$ cat src/rtl/txring_pkg.sv
package txring_pkg;

    localparam int ADDR_W   = 24;
    localparam int WORD_W   = 16;
    localparam int BYTE_W   = 8;
    localparam int IDX_W    = 7;
    localparam int LEN_W    = 13;
    localparam int OWN_BIT  = 15;
    localparam int STP_BIT  = 9;
    localparam int ENP_BIT  = 8;
    localparam int DESC_WORDS = 4;

    typedef enum logic [3:0] {
        ST_IDLE, ST_RD0, ST_RD1, ST_RD2, ST_RD3, ST_CHK,
        ST_BRD, ST_BCAP, ST_BOUT, ST_WB1, ST_WB2, ST_WB3
    } state_t;

    typedef enum logic [2:0] {
        V_GO, V_NOTOWN, V_BADMARK, V_BADLEN, V_ORPHAN
    } verdict_t;

    typedef struct packed {
        logic [ADDR_W-1:0] addr;
        logic [LEN_W-1:0]  len;
        logic              stp;
        logic              enp;
    } buf_t;

    function automatic logic [IDX_W-1:0] ring_mask(input logic [2:0] code);
        logic [IDX_W:0] full;
        full = (IDX_W+1)'(1) << code;
        return IDX_W'(full - (IDX_W+1)'(1));
    endfunction

    function automatic logic [LEN_W-1:0] buf_len(input logic [11:0] neg);
        return LEN_W'(4096) - {1'b0, neg};
    endfunction

endpackage

$ cat src/rtl/txring_index.sv
module txring_index
    import txring_pkg::*;
(
    input  logic             clk,
    input  logic             rst,
    input  logic [2:0]       code,
    input  logic             mark,
    input  logic             step,
    output logic [IDX_W-1:0] idx,
    output logic             wrap_hit
);
    logic [IDX_W-1:0] idx_q, start_q, next_idx;

    assign next_idx = (idx_q + IDX_W'(1)) & ring_mask(code);
    assign wrap_hit = (next_idx == start_q);
    assign idx      = idx_q;

    always_ff @(posedge clk) begin
        if (rst) begin
            idx_q   <= '0;
            start_q <= '0;
        end else begin
            if (mark) start_q <= idx_q;
            if (step) idx_q   <= next_idx;
        end
    end
endmodule

$ cat src/rtl/txring_desc_check.sv
module txring_desc_check
    import txring_pkg::*;
#(
    parameter int MIN_LEN = 12,
    parameter int MAX_LEN = 1900
)(
    input  logic [WORD_W-1:0] w0,
    input  logic [WORD_W-1:0] w1,
    input  logic [WORD_W-1:0] w2,
    input  logic              frame_open,
    output verdict_t          verdict,
    output buf_t              info
);
    localparam logic [LEN_W-1:0] LO = LEN_W'(MIN_LEN);
    localparam logic [LEN_W-1:0] HI = LEN_W'(MAX_LEN);

    always_comb begin
        info.addr = {w1[7:0], w0};
        info.len  = buf_len(w2[11:0]);
        info.stp  = w1[STP_BIT];
        info.enp  = w1[ENP_BIT];
        // Priority order matters: ownership, marker, length, chaining.
        if (!w1[OWN_BIT])
            verdict = V_NOTOWN;
        else if (w2[15:12] != 4'hF)
            verdict = V_BADMARK;
        else if (info.len < LO || info.len > HI)
            verdict = V_BADLEN;
        else if (!info.stp && !frame_open)
            verdict = V_ORPHAN;
        else
            verdict = V_GO;
    end
endmodule

$ cat src/rtl/txring_bytelane.sv
module txring_bytelane
    import txring_pkg::*;
#(
    parameter bit BIG_ENDIAN = 1'b0
)(
    input  logic [WORD_W-1:0] word,
    input  logic              odd,
    output logic [BYTE_W-1:0] lane
);
    generate
        if (BIG_ENDIAN) begin : g_be
            assign lane = odd ? word[7:0] : word[15:8];
        end else begin : g_le
            assign lane = odd ? word[15:8] : word[7:0];
        end
    endgenerate
endmodule

$ cat src/rtl/txring_engine.sv
module txring_engine
    import txring_pkg::*;
#(
    parameter bit BIG_ENDIAN = 1'b0,
    parameter int MIN_LEN    = 12,
    parameter int MAX_LEN    = 1900
)(
    input  logic              clk,
    input  logic              rst,
    input  logic [ADDR_W-1:0] ring_base,
    input  logic [2:0]        ring_code,
    input  logic              tx_demand,
    output logic [ADDR_W-1:0] mem_addr,
    output logic              mem_rd,
    output logic              mem_we,
    output logic [WORD_W-1:0] mem_wdata,
    input  logic [WORD_W-1:0] mem_rdata,
    output logic [BYTE_W-1:0] tx_data,
    output logic              tx_valid,
    output logic              tx_first,
    output logic              tx_last,
    input  logic              tx_ready,
    output logic              tx_done_irq,
    output logic              err_flag
);
    localparam logic [WORD_W-1:0] OWN_MASK = WORD_W'(1) << OWN_BIT;

    state_t            st_q;
    logic [WORD_W-1:0] dw_q [DESC_WORDS];
    buf_t              cur_q;
    logic [LEN_W-1:0]  cnt_q;
    logic [BYTE_W-1:0] byte_q;
    logic              open_q, pend_q, irq_q, err_q;

    logic [IDX_W-1:0]  idx;
    logic              wrap_hit;
    logic              mark, step;
    verdict_t          verdict;
    buf_t              info;
    logic [BYTE_W-1:0] lane;
    logic [ADDR_W-1:0] dbase;
    logic              last_byte;

    assign mark      = (st_q == ST_IDLE) && pend_q;
    assign step      = (st_q == ST_WB3);
    assign dbase     = ring_base + ADDR_W'({idx, 3'b000});
    assign last_byte = (cnt_q == cur_q.len - LEN_W'(1));

    txring_index u_index (
        .clk(clk), .rst(rst), .code(ring_code), .mark(mark), .step(step),
        .idx(idx), .wrap_hit(wrap_hit)
    );

    txring_desc_check #(.MIN_LEN(MIN_LEN), .MAX_LEN(MAX_LEN)) u_check (
        .w0(dw_q[0]), .w1(dw_q[1]), .w2(dw_q[2]), .frame_open(open_q),
        .verdict(verdict), .info(info)
    );

    txring_bytelane #(.BIG_ENDIAN(BIG_ENDIAN)) u_lane (
        .word(mem_rdata), .odd(cur_q.addr[0]), .lane(lane)
    );

    // Memory port: driven purely from the state.
    always_comb begin
        mem_rd    = 1'b0;
        mem_we    = 1'b0;
        mem_addr  = dbase;
        mem_wdata = '0;
        unique case (st_q)
            ST_RD0: mem_rd = 1'b1;
            ST_RD1: begin mem_rd = 1'b1; mem_addr = dbase + ADDR_W'(2); end
            ST_RD2: begin mem_rd = 1'b1; mem_addr = dbase + ADDR_W'(4); end
            ST_RD3: begin mem_rd = 1'b1; mem_addr = dbase + ADDR_W'(6); end
            ST_BRD: begin mem_rd = 1'b1; mem_addr = cur_q.addr; end
            ST_WB1: begin
                mem_we    = 1'b1;
                mem_addr  = dbase + ADDR_W'(2);
                mem_wdata = dw_q[1] & ~OWN_MASK;
            end
            ST_WB2: begin mem_we = 1'b1; mem_addr = dbase + ADDR_W'(4); mem_wdata = dw_q[2]; end
            ST_WB3: begin mem_we = 1'b1; mem_addr = dbase + ADDR_W'(6); mem_wdata = dw_q[3]; end
            default: ;
        endcase
    end

    always_ff @(posedge clk) begin
        if (rst) begin
            st_q   <= ST_IDLE;
            cur_q  <= '0;
            cnt_q  <= '0;
            byte_q <= '0;
            open_q <= 1'b0;
            pend_q <= 1'b0;
            irq_q  <= 1'b0;
            err_q  <= 1'b0;
            for (int k = 0; k < DESC_WORDS; k++) dw_q[k] <= '0;
        end else begin
            if (tx_demand) pend_q <= 1'b1;
            unique case (st_q)
                ST_IDLE: if (pend_q) begin
                    pend_q <= tx_demand;
                    irq_q  <= 1'b0;
                    err_q  <= 1'b0;
                    st_q   <= ST_RD0;
                end
                ST_RD0: st_q <= ST_RD1;
                ST_RD1: begin dw_q[0] <= mem_rdata; st_q <= ST_RD2; end
                ST_RD2: begin dw_q[1] <= mem_rdata; st_q <= ST_RD3; end
                ST_RD3: begin dw_q[2] <= mem_rdata; st_q <= ST_CHK; end
                ST_CHK: begin
                    dw_q[3] <= mem_rdata;
                    unique case (verdict)
                        V_GO: begin
                            cur_q  <= info;
                            cnt_q  <= '0;
                            open_q <= 1'b1;
                            st_q   <= ST_BRD;
                        end
                        V_BADLEN, V_ORPHAN: begin
                            err_q <= 1'b1;
                            st_q  <= ST_IDLE;
                        end
                        default: st_q <= ST_IDLE;
                    endcase
                end
                ST_BRD:  st_q <= ST_BCAP;
                ST_BCAP: begin byte_q <= lane; st_q <= ST_BOUT; end
                ST_BOUT: if (tx_ready) begin
                    if (last_byte) begin
                        st_q <= ST_WB1;
                    end else begin
                        cnt_q      <= cnt_q + LEN_W'(1);
                        cur_q.addr <= cur_q.addr + ADDR_W'(1);
                        st_q       <= ST_BRD;
                    end
                end
                ST_WB1: st_q <= ST_WB2;
                ST_WB2: st_q <= ST_WB3;
                ST_WB3: begin
                    if (cur_q.enp) begin
                        open_q <= 1'b0;
                        irq_q  <= 1'b1;
                    end
                    if (wrap_hit) begin
                        err_q <= 1'b1;
                        st_q  <= ST_IDLE;
                    end else begin
                        st_q <= ST_RD0;
                    end
                end
                default: st_q <= ST_IDLE;
            endcase
        end
    end

    assign tx_valid    = (st_q == ST_BOUT);
    assign tx_data     = byte_q;
    assign tx_first    = tx_valid && cur_q.stp && (cnt_q == '0);
    assign tx_last     = tx_valid && cur_q.enp && last_byte;
    assign tx_done_irq = irq_q;
    assign err_flag    = err_q;

endmodule

$ cat config.mk
export PLATFORM = sky130hd
export DESIGN_NAME = txring_engine
export DESIGN_NICKNAME = d
export VERILOG_FILES = /design/src/rtl/txring_pkg.sv /design/src/rtl/txring_index.sv /design/src/rtl/txring_desc_check.sv /design/src/rtl/txring_bytelane.sv /design/src/rtl/txring_engine.sv
export SDC_FILE = /design/constraint.sdc
export NUM_CORES = 1
export LEC_CHECK = 0
export BUFFER_PORTS_ARGS = -buffer_cell sky130_fd_sc_hd__buf_2
export CAP_MARGIN = 20
export CORE_MARGIN = 2
export CORE_UTILIZATION = 45
export CTS_BUF_LIST = sky130_fd_sc_hd__clkbuf_16
export DETAILED_ROUTE_END_ITERATION = 12
export MAX_ROUTING_LAYER = met4
export SYNTH_ARGS = -nofsm -noshare
export SYNTH_HDL_FRONTEND = slang
export SYNTH_SLANG_ARGS = --single-unit
$ cat constraint.sdc
create_clock -name clk -period 10 [get_ports clk]
set_clock_uncertainty 0.1 [all_clocks]
set_input_delay 0.5 -clock clk [delete_from_list [all_inputs] [get_ports clk]]
set_output_delay 0.5 -clock clk [all_outputs]
set_load 0.01 [all_outputs]
==> results of run 1 <==
## area by class of cell
cell class | count | area share (%)
multi-input combinational | 953 | 53.9
tap | 280 | 3.08
clock buffer | 17 | 3.74
sequential | 146 | 31.3
clock inverter | 15 | 1.98
timing repair buffer | 111 | 5.10
inverter | 27 | 0.890
## cells in the final DEF, fill, tap and decap left out, drive strengths merged, types with 7 or more instances in the layout
cell type	n
edfxtp	64
nor4	13
clkbuf	17
nand2b	10
xnor2	53
o31ai	11
nand2	96
and2	72
mux2i	47
and4	7
a211oi	17
nor3b	7
a22oi	9
inv	31
ha	16
a221oi	15
xor2	29
nand3	50
buf	111
and3	23
nor3	41
or4	8
a21o	7
dfxtp	82
nand4	10
nor2	158
a21oi	92
o211ai	12
o21ai	33
## sequential cells by signal (all words and copies together) (netlist names)
name and flops:
tx_data 8, tx_done_irq 1, err_flag 1, dw_q 64
st_q 4, open_q 1, cur_q 39, cnt_q 13
pend_q 1, u_index.idx 7, u_index.start_q 7
## logic make-up (layout without fill, tap and decap cells)
logic type | count (synthesis) | after routing
multiplexers | 48 | 48
XOR/XNOR | 82 | 82
AO/OA/AOI/OAI | 275 | 275
flip-flops | 146 | 146
AND/OR/NAND/NOR | 530 | 530
buffers and inverters | 98 | 170
adder cells (fa/ha/maj) | 18 | 18
## per-stage QoR
step	power (uW)	cells
after floorplan	751	1197
after global placement	809	1516
after detailed placement	810	1516
after CTS	1510	1548
after global routing	1550	1549
final	1500	1549
## per-layer routing
metal  share of wire (%)  wire length [um]  vias to the layer above  track usage (%)
met5                   0                 0                        -                -
met4                 2.0               578                        0             6.72
met3                 5.3              1580                       39             3.97
met2                  45             13200                      289             38.2
met1                  48             14200                     4467             35.9
li1                    -                 -                     4518                -
## power by group
| group | internal [uW] | switching, uW |
|---|---|---|
| clock network | 427 | 275 |
| registers | 634 | 14.2 |
| logic | 52.8 | 96.7 |
## worst max-delay path, stage by stage, from the launching register on
cell and delay [ps]:
dfxtp_1 600, nor2b_1 480, nand3_1 490, nand2_1 240, ha_1 150, a21oi_1 60, nor2b_1 180, nand2_1 200
nor4_1 470, o21ai_1 140, a2111oi_0 700, a2bb2oi_1 210, o21ai_1 70, buf_2 140
## final timing paths
path / startpoint / endpoint / slack [ps]
max reg2reg: dw_q[2][0]$_SDFFCE_PN0P_ / cnt_q[5]$_SDFFE_PP0P_ / 5730
max: st_q[3]$_SDFFE_PP0P_ / mem_addr[16] / 4860
min reg2reg: cur_q[38]$_SDFFE_PP0P_ / cur_q[38]$_SDFFE_PP0P_ / 400
min: tx_demand / pend_q$_SDFF_PP0_ / 240
==> impl_results.md, run 1 <==
* Run status: finished, final reports clean
* Number of slew-limit violations in the final report at 0
* Number of DRC markers in iteration 0 at 769
* Instance count along the most critical hold path at 3
* CP Max Fanout at 14
* Synth top cells by count: nor2_1 (156), nand2_1 (94), a21oi_1 (91)
* Average size of a mapped cell at 8.45 um2
* Sink Count at 146
* Net Count, Synth at 1262
* Final routed wire length divided by cell count at 19.1 um
* Max Clk Rate at 195 MHz
* Area inside the core boundary at 22000 um2
* Ratio of routed vias to standard cells at 6.01
* Flip-flop cell with the highest count after synthesis: dfxtp_1
* Area after detailed placement at 10700 um2
* # Post-CTS Setup Buffers at 0
* Overall fraction of global-route tracks in use at 25.5%
* TritonCTS Buffers at 17
* Most common cell in the synthesized netlist: nor2_1
* Max H-tree Level at 4
* Path depth of the worst reg2reg path at 12
* Final weighted congestion in routability-driven placement at 0.903
* Leakage power total at 0.00418 uW
* Share of the yosys chip area belonging to registers at 35.2%
* Gr ovfl total at 0
* Pwr/cell area at 132 nW/um2
* Pin slew with the least headroom to its limit at 1040 ps
* Diodes inserted at 0
* Least setup slack across all paths after layout at 4860 ps
* Post-synth EDFFs at 64
* Headroom to the max-slew limit at 30.3%
* Clock tree root driver cell: clkbuf_16
* Die W at 154 um
* Number of endpoints failing setup at the final stage at 0
* RSZ-0062 raised after global routing: no
* Setup Total Neg Slack at 0 ps
* Top-level port count at 102
* ANT nets after route at 0
* Sequential cell area at 3560 um2
* Area Growth Syn to Fin at 12.5%
* Utilization after layout at 51.8%
* Post-synthesis instance total at 1197
* Xor and xnor fraction of the mapped netlist area at 7.25%
* Combinational family with the most area after synthesis: simple AND/OR/NAND/NOR gates
* Die Height at 154 um
* Fraction of the mapped netlist area in compound gates at 18.8%
* Flip-flop and latch count after synthesis at 146
* Top post-synthesis cells by area: edfxtp_1 (19%), dfxtp_1 (16%), nor2_1 (5.8%), mux2i_1 (4.7%), a21oi_1 (4.5%)
* Final HPWL DP at 21600 um
* Number of distinct library cells after synthesis at 94
* Port Buf Inserts at 101
* Combined area of all synthesized cells at 10100 um2
* Post-synth ARST share at 0%
* # fillers at 2093
* Library cell with the largest summed area after synthesis: edfxtp_1
* Area used by multi-input combinational logic at 6140 um2
* Placement-stage worst setup slack at 5390 ps
* Placement Rows at 54
* Clock transition at path regs at 60 ps
* Final period util at 51.4%
* Max Root-Sink Buffers at 2
* Max VDD drop at 0.101 mV
* Initial Utilization at 46.1%
* Number of buffers added to fix hold violations after cts at 0
* Later-pin clock latency in the skew report at 430 ps
* YS warnings at 0
* Count of max-cap constraint violations at 0
* CTS tree: built
* Endpoint type of the worst setup path: primary output
* Via count of the first global-routing pass at 8398
* Total wire length at 29600 um
* Area of the die at 23700 um2
* Count of cells resized by post-cts repair at 0
* Critical Path AT at 4540 ps
* Post-synthesis simple-gate area fraction at 27.4%
* First-pass iteration count of the detailed router at 6
* Data required time of the worst path at 9400 ps
* Share of synthesized cell area in full adder, half adder and majority cells at 2.37%
* Category of the worst setup path launch point: flip-flop
* Yosys top cell area share at 19.0%
* Initial antenna violation count at 0
* Proportion of layout cells with a drive suffix above 1 at 14.1%
* Via Count at 9313
* WHS at 241 ps
* Wire length of the first global-routing pass at 46600 um
* Count of final hold-check violations at 0
* Shortest clock period the worst path allows after layout at 5140 ps
* Mux cell area share after synthesis at 4.80%
* Type of the tightest min-delay check: primary input to flip-flop
* DR DRC count at 0
* Maximum number of pins on one net before global-route repair at 49
* Critical Setup Path Class: flip-flop to primary output
* Final Net Count at 1321
* Final non-filler cell area at 11400 um2
Power figures use the tool's default switching activity.
==> run 2, diff against run 1 <==
- clock period: 10 -> 4.9 ns (I/O delays scaled with it)
==> impl_results.md, run 2 (same netlist as run 1, synthesis figures left out) <==
* Max Root-Sink Buffers at 2 (unchanged)
* Endpoint type of the worst setup path: primary output (unchanged)
* Setup Total Neg Slack at 0 ps (unchanged)
* Area of the die at 23700 um2 (unchanged)
* Final routed wire length divided by cell count at 19.2 um (was 19.1 um)
* Instance count along the most critical hold path at 2 (was 3)
* Initial Utilization at 46.1% (unchanged)
* Data required time of the worst path at 4550 ps (was 9400 ps)
* Largest regs: dw_q (64), cur_q (39), cnt_q (13) (unchanged)
* Critical Setup Path Class: flip-flop to primary output (unchanged)
* Sink Count at 146 (unchanged)
* Max H-tree Level at 4 (unchanged)
* Die Height at 154 um (unchanged)
* Met3 GRT Util at 3.66% (was 3.97%)
* Critical Path AT at 4250 ps (was 4540 ps)
* Count of max-cap constraint violations at 0 (unchanged)
* Number of slew-limit violations in the final report at 0 (unchanged)
* Run status: finished, final reports clean (unchanged)
* Headroom to the max-slew limit at 29.0% (was 30.3%)
* Global route hottest layer: met2 (unchanged)
* Final period util at 93.8%
* Pin slew with the least headroom to its limit at 1060 ps (was 1040 ps)
* Final Net Count at 1326 (was 1321)
* Placement-stage worst setup slack at 598 ps (was 5390 ps)
* Top-level port count at 102 (unchanged)
* Diodes inserted at 0 (unchanged)
* Least setup slack across all paths after layout at 303 ps (was 4860 ps)
* Shortest clock period the worst path allows after layout at 4600 ps
* # fillers at 2104 (was 2093)
* First-pass iteration count of the detailed router at 6 (unchanged)
* CP Max Fanout at 8 (was 14)
* Port Buf Inserts at 101 (unchanged)
* Maximum number of pins on one net before global-route repair at 42 (was 49)
* Max VDD drop at 0.239 mV (was 0.101 mV)
* Category of the worst setup path launch point: flip-flop (unchanged)
* Later-pin clock latency in the skew report at 430 ps (about the same)
* Pwr/cell area at 258 nW/um2 (was 132 nW/um2)
* Die W at 154 um (unchanged)
* Type of the tightest min-delay check: primary input to flip-flop (unchanged)
* Area Growth Syn to Fin at 12.6% (was 12.5%)
* Final weighted congestion in routability-driven placement at 0.911 (was 0.903)
* Proportion of layout cells with a drive suffix above 1 at 14.7% (was 14.1%)
* Wire length of the first global-routing pass at 46900 um (was 46600 um)
* Gr ovfl total at 0 (unchanged)
* Total wire length at 29800 um (was 29600 um)
* Area inside the core boundary at 22000 um2 (unchanged)
* Top library cells by usage in the layout, fill and taps aside: nor2_1 (156), buf_2 (101), nand2_1 (94) (unchanged)
* Met2 Usage GRT at 38.8% (was 38.2%)
* Path depth of the worst reg2reg path at 12 (unchanged)
* Max Clk Rate at 218 MHz
* TritonCTS Buffers at 17 (unchanged)
* Clock transition at path regs at 70 ps (was 60 ps)
* CTS tree: built (unchanged)
* Met1 usage at 36.0% (was 35.9%)
* Via count of the first global-routing pass at 8341 (was 8398)
* Most common cell after layout, fill and taps aside: nor2_1 (unchanged)
* Number of DRC markers in iteration 0 at 798 (was 769)
* Register bank with the most flops: dw_q (unchanged)
* Clock tree root driver cell: clkbuf_16 (unchanged)
* Via Count at 9346 (was 9313)
* Leakage power total at 0.00419 uW (was 0.00418 uW)
* Count of final hold-check violations at 0 (unchanged)
* Ratio of routed vias to standard cells at 6.01 (about the same)
* Initial antenna violation count at 0 (unchanged)
* Number of endpoints failing setup at the final stage at 0 (unchanged)
* Final HPWL DP at 21600 um (about the same)
* Overall fraction of global-route tracks in use at 25.6% (was 25.5%)
* Placement Rows at 54 (unchanged)
* DR DRC count at 0 (unchanged)
* ANT nets after route at 0 (unchanged)
* RSZ-0062 raised after global routing: no (unchanged)
* Largest register FFs at 64 (unchanged)
[run 2: power by group]
part | internal (uW) | total (uW) | switching [uW]
Combinational | 110 | 308 | 198
Sequential | 1290 | 1320 | 29.4
Clock | 746 | 1310 | 565
[run 2: worst paths after layout]
kind              slack, ps                        end                        start
hold reg to reg         400     cur_q[38]$_SDFFE_PP0P_       cur_q[38]$_SDFFE_PP0P_
setup reg to reg        830     cur_q[37]$_SDFFE_PP0P_     dw_q[2][0]$_SDFFCE_PN0P_
setup / recovery        300               mem_addr[16]  u_index.idx[0]$_SDFFE_PP0P_
hold / removal           60  dw_q[3][14]$_SDFFCE_PN0P_                mem_rdata[14]
[run 2: stage by stage]
stage	utilization, %	power (uW)	instance area (um2)	instances	hold slack, ps
6_report	51.9	2940	11400	1554	62.8
4_1_cts	51.7	2950	11400	1554	47.0
2_1_floorplan	-	1530	10100	1197	262
3_5_place_dp	49.0	1650	10800	1521	389
5_1_grt	51.9	3040	11400	1554	69.9
3_3_place_gp	49.0	1650	10800	1521	387
[run 2: worst max-delay path, cell delays in order (launching register included)]
cell and delay [ps]:
dfxtp_1 470, ha_1 250, inv_1 60, fa_1 390, nand2b_1 200, a21oi_1 300
xnor2_1 290, nand2_1 280, or4_1 690, a2111oi_1 480, a32oi_1 160, o21ai_1 110
buf_2 150
[run 2: routing by layer]
metal  routed length (um)  part of all wire (%)
met5                    0                     0
met3                 1620                   5.4
met2                13500                    45
met4                  439                   1.5
met1                14200                    48
[run 2: repair_timing]
action	4_1_cts	5_1_grt
buffers inserted	0	0
resized for setup	0	6
endpoints found under the setup margin	0	4
hold endpoints to repair	1	0
hold buffers	1	0
[run 2: final cells by class]
class                      count  area, um2  area share [%]
clock buffer                  18        450            3.96
sequential                   146       3560            31.3
multi-input combinational    953       6160            54.1
tap                          280        350            3.08
timing repair buffer         116        621            5.45
clock inverter                14        138            1.21
inverter                      27        101           0.890
